`config.mk`:
```
export PLATFORM = sky130hd
export DESIGN_NAME = boxsum_5x5
export DESIGN_NICKNAME = d
export VERILOG_FILES = /design/src/rtl/boxsum_pkg.sv /design/src/rtl/boxsum_line_delay.sv /design/src/rtl/boxsum_window.sv /design/src/rtl/boxsum_tree.sv /design/src/rtl/boxsum_5x5.sv
export SDC_FILE = /design/constraint.sdc
export NUM_CORES = 2
export LEC_CHECK = 0
export CAP_MARGIN = 10
export CORE_ASPECT_RATIO = 0.9
export CORE_MARGIN = 3
export CORE_UTILIZATION = 45
export CTS_CLUSTER_DIAMETER = 200
export CTS_CLUSTER_SIZE = 20
export DETAILED_ROUTE_END_ITERATION = 8
export PLACE_DENSITY_LB_ADDON = 0.15
export SETUP_SLACK_MARGIN = 0.05
export SLEW_MARGIN = 20
export SYNTH_ARGS = -nofsm -noshare
export SYNTH_HDL_FRONTEND = slang
export SYNTH_SLANG_ARGS = --single-unit
export TNS_END_PERCENT = 5
```
`constraint.sdc`:
```
create_clock -name clk_i -period 8.6 [get_ports clk_i]
set_input_delay 2.58 -clock clk_i [delete_from_list [all_inputs] [get_ports clk_i]]
set_output_delay 2.58 -clock clk_i [all_outputs]
set_load 0.01 [all_outputs]
```
`src/rtl/boxsum_pkg.sv`:
```
package boxsum_pkg;

  // number of pairwise levels to reduce n operands to one
  function automatic int num_lvls(input int n);
    int k;
    int l;
    k = n;
    l = 0;
    while (k > 1) begin
      k = (k + 1) / 2;
      l++;
    end
    return l;
  endfunction

  // operand count at tree level l
  function automatic int lvl_cnt(input int n, input int l);
    int k;
    k = n;
    for (int i = 0; i < l; i++) k = (k + 1) / 2;
    return k;
  endfunction

  // width needed for the worst-case partial sum at level l
  function automatic int lvl_w(input int n, input int dw, input int l);
    longint m;
    longint mx;
    m = longint'(1) << l;
    if (m > n) m = n;
    mx = m * ((longint'(1) << dw) - 1);
    return $clog2(mx + 1);
  endfunction

endpackage

```
`src/rtl/boxsum_line_delay.sv`:
```
module boxsum_line_delay #(
  parameter int DATA_W = 8,
  parameter int DEPTH  = 1
) (
  input  logic              clk_i,
  input  logic              rst_ni,
  input  logic              en_i,
  input  logic [DATA_W-1:0] d_i,
  output logic [DATA_W-1:0] q_o
);

  logic [DEPTH-1:0][DATA_W-1:0] sr_q;

  always_ff @(posedge clk_i or negedge rst_ni) begin
    if (!rst_ni) begin
      sr_q <= '0;
    end else if (en_i) begin
      sr_q[0] <= d_i;
      for (int i = 1; i < DEPTH; i++) sr_q[i] <= sr_q[i-1];
    end
  end

  assign q_o = sr_q[DEPTH-1];

endmodule

```
`src/rtl/boxsum_window.sv`:
```
module boxsum_window #(
  parameter int DATA_W  = 8,
  parameter int WIN     = 5,
  parameter int ROW_LEN = 32,
  localparam int FILL   = (WIN - 1) * ROW_LEN + WIN,
  localparam int CNT_W  = $clog2(FILL + 1)
) (
  input  logic                                   clk_i,
  input  logic                                   rst_ni,
  input  logic                                   shift_i,
  input  logic [DATA_W-1:0]                      data_i,
  output logic [WIN-1:0][WIN-1:0][DATA_W-1:0]    win_o,
  output logic                                   full_o
);

  localparam int GAP = ROW_LEN - WIN;

  logic [WIN-1:0][WIN-1:0][DATA_W-1:0] win_q;
  logic [WIN-1:0][DATA_W-1:0]          row_in;
  logic [CNT_W-1:0]                    fill_q;

  assign row_in[0] = data_i;

  // row r is fed by the tail of row r-1 after GAP further bytes
  for (genvar r = 1; r < WIN; r++) begin : g_link
    if (GAP == 0) begin : g_direct
      assign row_in[r] = win_q[r-1][WIN-1];
    end else begin : g_delay
      boxsum_line_delay #(
        .DATA_W(DATA_W),
        .DEPTH (GAP)
      ) u_dly (
        .clk_i (clk_i),
        .rst_ni(rst_ni),
        .en_i  (shift_i),
        .d_i   (win_q[r-1][WIN-1]),
        .q_o   (row_in[r])
      );
    end
  end

  always_ff @(posedge clk_i or negedge rst_ni) begin
    if (!rst_ni) begin
      win_q <= '0;
    end else if (shift_i) begin
      for (int r = 0; r < WIN; r++) begin
        win_q[r][0] <= row_in[r];
        for (int c = 1; c < WIN; c++) win_q[r][c] <= win_q[r][c-1];
      end
    end
  end

  always_ff @(posedge clk_i or negedge rst_ni) begin
    if (!rst_ni)                                fill_q <= '0;
    else if (shift_i && fill_q != CNT_W'(FILL)) fill_q <= fill_q + 1'b1;
  end

  assign win_o  = win_q;
  assign full_o = (fill_q == CNT_W'(FILL));

  a_r3_hold_window: assert property (@(posedge clk_i) disable iff (!rst_ni)
    !shift_i |=> $stable(win_q));

  a_r4_newest_entry: assert property (@(posedge clk_i) disable iff (!rst_ni)
    shift_i |=> win_q[0][0] == $past(data_i));

  a_r7_full_sticky: assert property (@(posedge clk_i) disable iff (!rst_ni)
    full_o |=> full_o);

  a_r7_full_on_byte: assert property (@(posedge clk_i) disable iff (!rst_ni)
    $rose(full_o) |-> $past(shift_i));

endmodule

```
`src/rtl/boxsum_tree.sv`:
```
module boxsum_tree
  import boxsum_pkg::*;
#(
  parameter int N      = 25,
  parameter int DATA_W = 8,
  parameter int PIPE   = 0,
  localparam int NLVL  = num_lvls(N),
  localparam int SUM_W = lvl_w(N, DATA_W, NLVL)
) (
  input  logic                  clk_i,
  input  logic                  rst_ni,
  input  logic [N*DATA_W-1:0]   ops_i,
  output logic [SUM_W-1:0]      sum_o
);

  localparam longint SUM_MAX = longint'(N) * ((longint'(1) << DATA_W) - 1);

  for (genvar l = 0; l <= NLVL; l++) begin : lv
    localparam int CNT = lvl_cnt(N, l);
    localparam int W   = lvl_w(N, DATA_W, l);
    logic [W-1:0] v [CNT];

    if (l == 0) begin : g_leaf
      for (genvar i = 0; i < CNT; i++) begin : g_op
        assign v[i] = ops_i[i*DATA_W +: DATA_W];
      end
    end else begin : g_node
      localparam int PCNT = lvl_cnt(N, l - 1);
      logic [W-1:0] s [CNT];

      for (genvar i = 0; i < CNT; i++) begin : g_add
        if (2 * i + 1 < PCNT) begin : g_pair
          assign s[i] = W'(lv[l-1].v[2*i]) + W'(lv[l-1].v[2*i+1]);
        end else begin : g_pass
          assign s[i] = W'(lv[l-1].v[2*i]);
        end
      end

      if (l <= PIPE) begin : g_reg
        always_ff @(posedge clk_i or negedge rst_ni) begin
          if (!rst_ni) begin
            for (int i = 0; i < CNT; i++) v[i] <= '0;
          end else begin
            for (int i = 0; i < CNT; i++) v[i] <= s[i];
          end
        end
      end else begin : g_wire
        for (genvar i = 0; i < CNT; i++) begin : g_w
          assign v[i] = s[i];
        end
      end
    end
  end

  assign sum_o = lv[NLVL].v[0];

  a_r6_no_overflow: assert property (@(posedge clk_i) disable iff (!rst_ni)
    longint'(sum_o) <= SUM_MAX);

endmodule

```
`src/rtl/boxsum_5x5.sv`:
```
module boxsum_5x5
  import boxsum_pkg::*;
#(
  parameter int DATA_W      = 8,
  parameter int WIN         = 5,
  parameter int ROW_LEN     = 32,
  parameter int PIPE_STAGES = 2,
  localparam int N_OPS      = WIN * WIN,
  localparam int SUM_W      = lvl_w(N_OPS, DATA_W, num_lvls(N_OPS))
) (
  input  logic              clk_i,
  input  logic              rst_ni,
  input  logic              byte_vld_i,
  input  logic [DATA_W-1:0] byte_i,
  output logic [SUM_W-1:0]  sum_o,
  output logic              sum_vld_o,
  output logic              win_full_o
);

  localparam int NLVL     = num_lvls(N_OPS);
  localparam int PIPE_EFF = (PIPE_STAGES > NLVL) ? NLVL : PIPE_STAGES;

  logic [WIN-1:0][WIN-1:0][DATA_W-1:0] win;
  logic [N_OPS*DATA_W-1:0]             ops;
  logic                                full;
  logic [PIPE_EFF:0]                   vld_p;
  logic [PIPE_EFF:0]                   full_p;

  boxsum_window #(
    .DATA_W (DATA_W),
    .WIN    (WIN),
    .ROW_LEN(ROW_LEN)
  ) u_win (
    .clk_i  (clk_i),
    .rst_ni (rst_ni),
    .shift_i(byte_vld_i),
    .data_i (byte_i),
    .win_o  (win),
    .full_o (full)
  );

  assign ops = win;

  boxsum_tree #(
    .N     (N_OPS),
    .DATA_W(DATA_W),
    .PIPE  (PIPE_EFF)
  ) u_tree (
    .clk_i (clk_i),
    .rst_ni(rst_ni),
    .ops_i (ops),
    .sum_o (sum_o)
  );

  // stage 0: window has just moved; flags follow the tree registers
  always_ff @(posedge clk_i or negedge rst_ni) begin
    if (!rst_ni) vld_p[0] <= 1'b0;
    else         vld_p[0] <= byte_vld_i;
  end
  assign full_p[0] = full;

  for (genvar s = 1; s <= PIPE_EFF; s++) begin : g_flag
    always_ff @(posedge clk_i or negedge rst_ni) begin
      if (!rst_ni) begin
        vld_p[s]  <= 1'b0;
        full_p[s] <= 1'b0;
      end else begin
        vld_p[s]  <= vld_p[s-1];
        full_p[s] <= full_p[s-1];
      end
    end
  end

  assign sum_vld_o  = vld_p[PIPE_EFF];
  assign win_full_o = full_p[PIPE_EFF];

  if (PIPE_EFF == 0) begin : g_comb_chk
    a_r5_comb_latency: assert property (@(posedge clk_i) disable iff (!rst_ni)
      byte_vld_i |=> sum_vld_o);
    a_r5_no_spurious: assert property (@(posedge clk_i) disable iff (!rst_ni)
      !byte_vld_i |=> !sum_vld_o);
  end

endmodule

```
# Word-level counts from Yosys, hierarchy flattened
# Cells that the tools add are included.
word_totals:
  elab_cells: 187
  regBits: 1261
  in_bits: 11
op_classes:
  eq_ne: 2
  reduce_logical: 1
  add_sub_neg: 25
op_table:
  columns: ["op", "count"]
  rows:
  - ["$add A8 B8 Y9", 12]
  - ["$add A9 B9 Y10", 6]
  - ["$add A10 B10 Y11", 3]
  - ["$add A12 B12 Y13", 1]
  - ["$add A11 B11 Y12", 1]
  - ["$add A11 B8 Y12", 1]
  - ["$add A8 B1 Y8 const B", 1]
  - ["$eq A8 B8 Y1 const B", 1]
  - ["$ne A8 B8 Y1 const B", 1]
  - ["$logic_and A1 B1 Y1", 1]

# Depth between registers and ports, before layout
depth:
  word_depth: 3
  depth_mapped: 15
  ltp_nobuf: 14

# Cells and area by module
# Synthesis repeated with hierarchy kept, for this count alone.
unflattened:
  cells_unflattened: 3446
  area_unflattened_um2: 54637.4
modules_own_cells:
  columns: ["module", "cells_each", "area_each_um2", "seq_area_each_um2", "n_inst"]
  rows:
  - ["boxsum_line_delay", 464, 8649.5, 5405.2, 4]
  - ["boxsum_tree", 1130, 12027.8, 4604.4, 1]
  - ["boxsum_window", 455, 7886.3, 5205.0, 1]
  - ["boxsum_5x5", 5, 125.1, 125.1, 1]

# Worst setup path before layout
# No wires, ideal clock.
synth_path:
  path_type: "register -> output"
  start: "register u_tree.lv[2].v[2] (netlist name)"
  end: "output port sum_o[10]"
  t_arrival_ps: 3820
  required_time_ps: 6020
  path_buffers: 0
  setup_slack_ps: 2200
  stages_incl_launch_ff: 15
  cell_sequence: "dfrtp_1 inv_1 fa_1 inv_1 fa_1 fa_1 inv_1 fa_1 inv_1 ha_1 a211oi_2 o211ai_1 a31o_2 a21oi_1 xnor2_1"
synth_between:
  elab_chain_len: 2
synth_lines:
  columns: ["item", "line", "source"]
  rows:
  - ["from (decl)", "boxsum_tree.sv:21", "logic [W-1:0] v [CNT];"]
  - ["$add A11 B8 Y12", "boxsum_tree.sv:33", "assign s[i] = W'(lv[l-1].v[2*i]) + W'(lv[l-1].v[2*i+1]);"]
  - ["$add A12 B12 Y13", "boxsum_tree.sv:33", null]
  - ["to (decl)", "boxsum_5x5.sv:15", "output logic [SUM_W-1:0] sum_o,"]
# Every way passes these cells.

# Worst setup path after layout
# Ends and elaborated chain as after synthesis.

==> results.py <==
metrics = {
    "synthesis": {
        "netlist_instances": 3496,
        "postSynthAreaPerCell_um2": 14.9,
        "ys_ff_latch": 1261,
        "ys_top_cells_by_area": "dfrtp_1 61%, mux2_2 23%, ha_1 4.1%",
        "synth_ff_type": "dfrtp_1",
        "synth_nets": 3740,
        "async_flop_share": 1.00,
        "ys_warn_count": 0,
        "synth_edf_count": 0,
        "netlist_area_mm2": 0.0519,
        "yosys.area.top_type": "dfrtp_1",
        "synth_seq_area_share": 0.607,
        "yosysTopAreaCellShare": 0.607,
        "ys_types": 47,
    },
    "finish": {
        "syn2layout_area_growth_pct": 7.26,
        "final_util": 0.489,
        "multiInputGateArea_mm2": 0.0190,
        "n_fill_cell": 9721,
        "drive_gt1_frac": 0.331,
        "seqCellArea_mm2": 0.0316,
        "nets": 3740,
    },
    "floorplan": {
        "die_area_mm2": 0.120,
        "core_region_area_mm2": 0.114,
        "rows": 117,
        "start_util": 0.456,
        "die-height_um": 328,
        "die_width_um": 364,
        "ioPinCount": 26,
    },
    "detailed_routing": {
        "route.detailed.drc": 0,
        "vias_per_cell": 5.16,
        "drt_iter0_markers": 1346,
        "routedWlPerCell_um": 16.6,
        "vias": 25700,
        "ant_nets": 0,
        "routed_wl_mm": 82.8,
        "firstDrtPassIters": 7,
    },
    "sta": {
        "drv_slew": 0,
        "fin_setup_tns_ps": 0,
        "fmax_mhz": 125,
        "setup_violations": 0,
        "fin_crit_sh": 0.933,
        "clock_skew_ps": 15.4,
        "slew_headroom": 0.312,
        "period_minus_slack_ps": 8020,
        "rsz0062_at_grt": "no",
        "finalHoldViolCount": 0,
        "worst_pin_slew_ps": 1030,
    },
    "setup_path": {
        "crit_path_top_delay_cell": "clkdlybuf4s50_1",
        "crit_path_start": "u_tree.lv[2].v[2]",
        "endpoint_kind": "primary output",
        "required_ps": 6020,
        "cp.arrival_ps": 5440,
        "crit_family": "adder cells",
        "crit_type": "flip-flop to primary output",
        "max_stage_delay_ps": 630,
        "rr_startpoint": "u_tree.lv[1].v[10]",
        "startpoint_type": "flip-flop",
        "worstPathMaxFanout": 2,
        "critPathBufInv": 5,
        "crit_chain": "inv_1 > fa_1 > inv_1 > fa_1 > fa_1 > inv_1 > fa_1 > inv_1 > ha_1 > a211oi_2 > o211ai_1 > a31o_2 > a21oi_1 > xnor2_1 > clkdlybuf4s50_1",
    },
    "clock_tree": {
        "cts_resized": 0,
        "cts_tree": "done",
        "ctsHoldBuffers": 0,
        "post-cts-setup-buffers": 0,
        "cts.sinks": 1261,
        "insertion_delay_ps": 640,
        "numCtsBuffers": 73,
        "clk_pin_slew_ps": 80,
        "clockBufferDepth": 3,
        "ctsRootBufferMaster": "clkbuf_16",
        "cts_max_level": 3,
    },
    "global_routing": {
        "antenna_found_initial": 9,
        "grt_pass1_wl_mm": 141,
        "grt_pass1_vias": 27000,
        "grt.total_usage": 0.142,
        "grt_max_degree": 194,
        "grt-ovfl-total": 0,
    },
    "power": {
        "power.switching_w": 0.00345,
        "p_sw_frac": 0.269,
        "p_leak_nw": 28.1,
        "ir_drop_mv": 0.130,
        "p_per_area_mw_per_mm2": 230,
        "pwr-share-comb": 0.188,
        "clkPwrFrac": 0.268,
        "seq_power_share": 0.544,
        "p_int_w": 0.00937,
        "power_w": 0.0128,
    },
    "flow_run": {
        "maxCapViolCount": 0,
    },
    "hold_path": {
        "min_from": "u_tree.lv[1].v[4]",
        "min-delay-path-class": "flip-flop to flip-flop",
    },
    "placed_design": {
        "place_congestion": 0.824,
        "io_buffers": 25,
        "dp_hpwl_mm": 54.3,
    },
    "status": {
        "status": "finished, final reports clean",
    },
}
[worst reg2reg max path, delay by kind of cell (launching register included)]
kind / cells / cell delay (ps)
adders and majority gates: 1 / 290
AOI/OAI and AO/OA: 5 / 1230
DFF: 1 / 390
[synth_stat cells (5+ instances only)]
cell type  number
dfrtp_1      1261
mux2_2       1040
inv_1         200
ha_1          169
buf_2         110
xnor2_1        80
nand2_1        71
fa_1           64
nor2_1         64
a21oi_1        55
nand3_1        48
nor3_1         48
xor2_1         43
o21ai_0        38
a211oi_1       23
nor2b_1        18
o211ai_1       18
o21bai_1       16
a21o_1         11
o21a_1         10
or2_2          10
or3_1          10
nor4_1          9
o21ai_1         9
buf_4           8
a31oi_1         7
nand2b_1        6
nand4_1         6
o2111ai_1       5
o22ai_1         5
[cell families after synthesis]
kind of cell | count (synthesis) | synth area share
adders and majority gates | 233 | 0.0654
xor gates and xnor gates | 123 | 0.0207
and+or+nand+nor | 302 | 0.0277
muxes | 1040 | 0.225
DFF | 1261 | 0.607
buffers and inverters | 322 | 0.0265
AOI/OAI and AO/OA | 215 | 0.0268
[layout make-up]
cell class | instances | share of cell area
tap | 1487 | 0.0334
clock inverter | 3 | 0.000808
multi-input combinational | 1913 | 0.341
sequential | 1261 | 0.566
inverter | 200 | 0.0135
timing repair buffer | 47 | 0.0105
antenna | 1 | 0.0000449
clock buffer | 77 | 0.0342
[routing by layer]
metal / global-route usage / part of all wire / wire (um) / vias up
met2: 0.222 / 0.46 / 37800 / 221
met5: 0 / 0 / 0 / -
met3: 0.0236 / 0.030 / 2510 / 100
met1: 0.210 / 0.49 / 40900 / 13300
met4: 0.0332 / 0.020 / 1620 / 0
li1: - / - / - / 12100
[final timing paths]
path / endpoint / slack [ps] / cells after the start
max: sum_o[10] / 580 / 15
min: u_tree.lv[2].v[4] / 350 / 0
max reg2reg: u_tree.lv[2].v[19] / 6470 / 6
min reg2reg: u_tree.lv[2].v[4] / 350 / 0
max in group asynchronous: u_win.g_link[2].g_delay.u_dly.sr_q[45] / 5110 / 3
min in group asynchronous: u_win.win_o[25] / 1930 / 1
[power by group through the flow]
stage                     logic (W)  registers [W]  clock network (W)
after detailed placement    0.00245        0.00710                  0
after floorplan             0.00163        0.00695                  0
after CTS                   0.00247        0.00698            0.00363
after global placement      0.00239        0.00706                  0
after global routing        0.00269        0.00706            0.00383
final                       0.00241        0.00697            0.00344
[state kept, by name, summed over array words and instances, names as in the netlist]
name and count:
sum_vld_o 1, win_full_o 1, u_win.g_link.g_delay.u_dly.q_o 32, u_win.win_o 200, u_tree.lv.v 184, full_p 1
vld_p 2, u_win.fill_q 8, u_win.g_link.g_delay.u_dly.sr_q 832
[cell usage in the layout, fill, tap and decap left out, types with 4 or more instances in the layout]
cell type / netlist / layout
xnor2_1: 80 / 80
o31ai_1: 4 / 4
o2111ai_1: 5 / 5
xor2_1: 43 / 43
o21bai_1: 16 / 16
clkbuf_16: 0 / 76
and2_1: 4 / 4
a21o_1: 11 / 11
buf_4: 8 / 10
a31oi_1: 7 / 7
or2_2: 10 / 10
inv_1: 200 / 200
nor4_1: 9 / 9
a211oi_1: 23 / 23
buf_12: 0 / 10
nand2b_1: 6 / 6
o21ai_1: 9 / 9
fa_1: 64 / 64
mux2_2: 1040 / 1040
o21ai_0: 38 / 38
o21a_1: 10 / 10
ha_1: 169 / 169
nand2_1: 71 / 71
or3_1: 10 / 10
nand4_1: 6 / 6
nor2_1: 64 / 64
dfrtp_1: 1261 / 1261
nand3_1: 48 / 48
a21oi_1: 55 / 55
a311oi_1: 4 / 4
clkdlybuf4s50_1: 0 / 23
nor2b_1: 18 / 18
nor3_1: 48 / 48
o22ai_1: 5 / 5
o211ai_1: 18 / 18
[per-stage QoR]
step	cells	setup slack (ps)	hold slack (ps)	area (um^2)
after floorplan	3496	2200	331	51900
after global placement	4907	1260	334	53700
after detailed placement	4907	1250	336	53700
after CTS	4987	503	355	55700
after global routing	4988	301	359	55700
final	4989	578	350	55700
(Power assumes the default switching activity.)
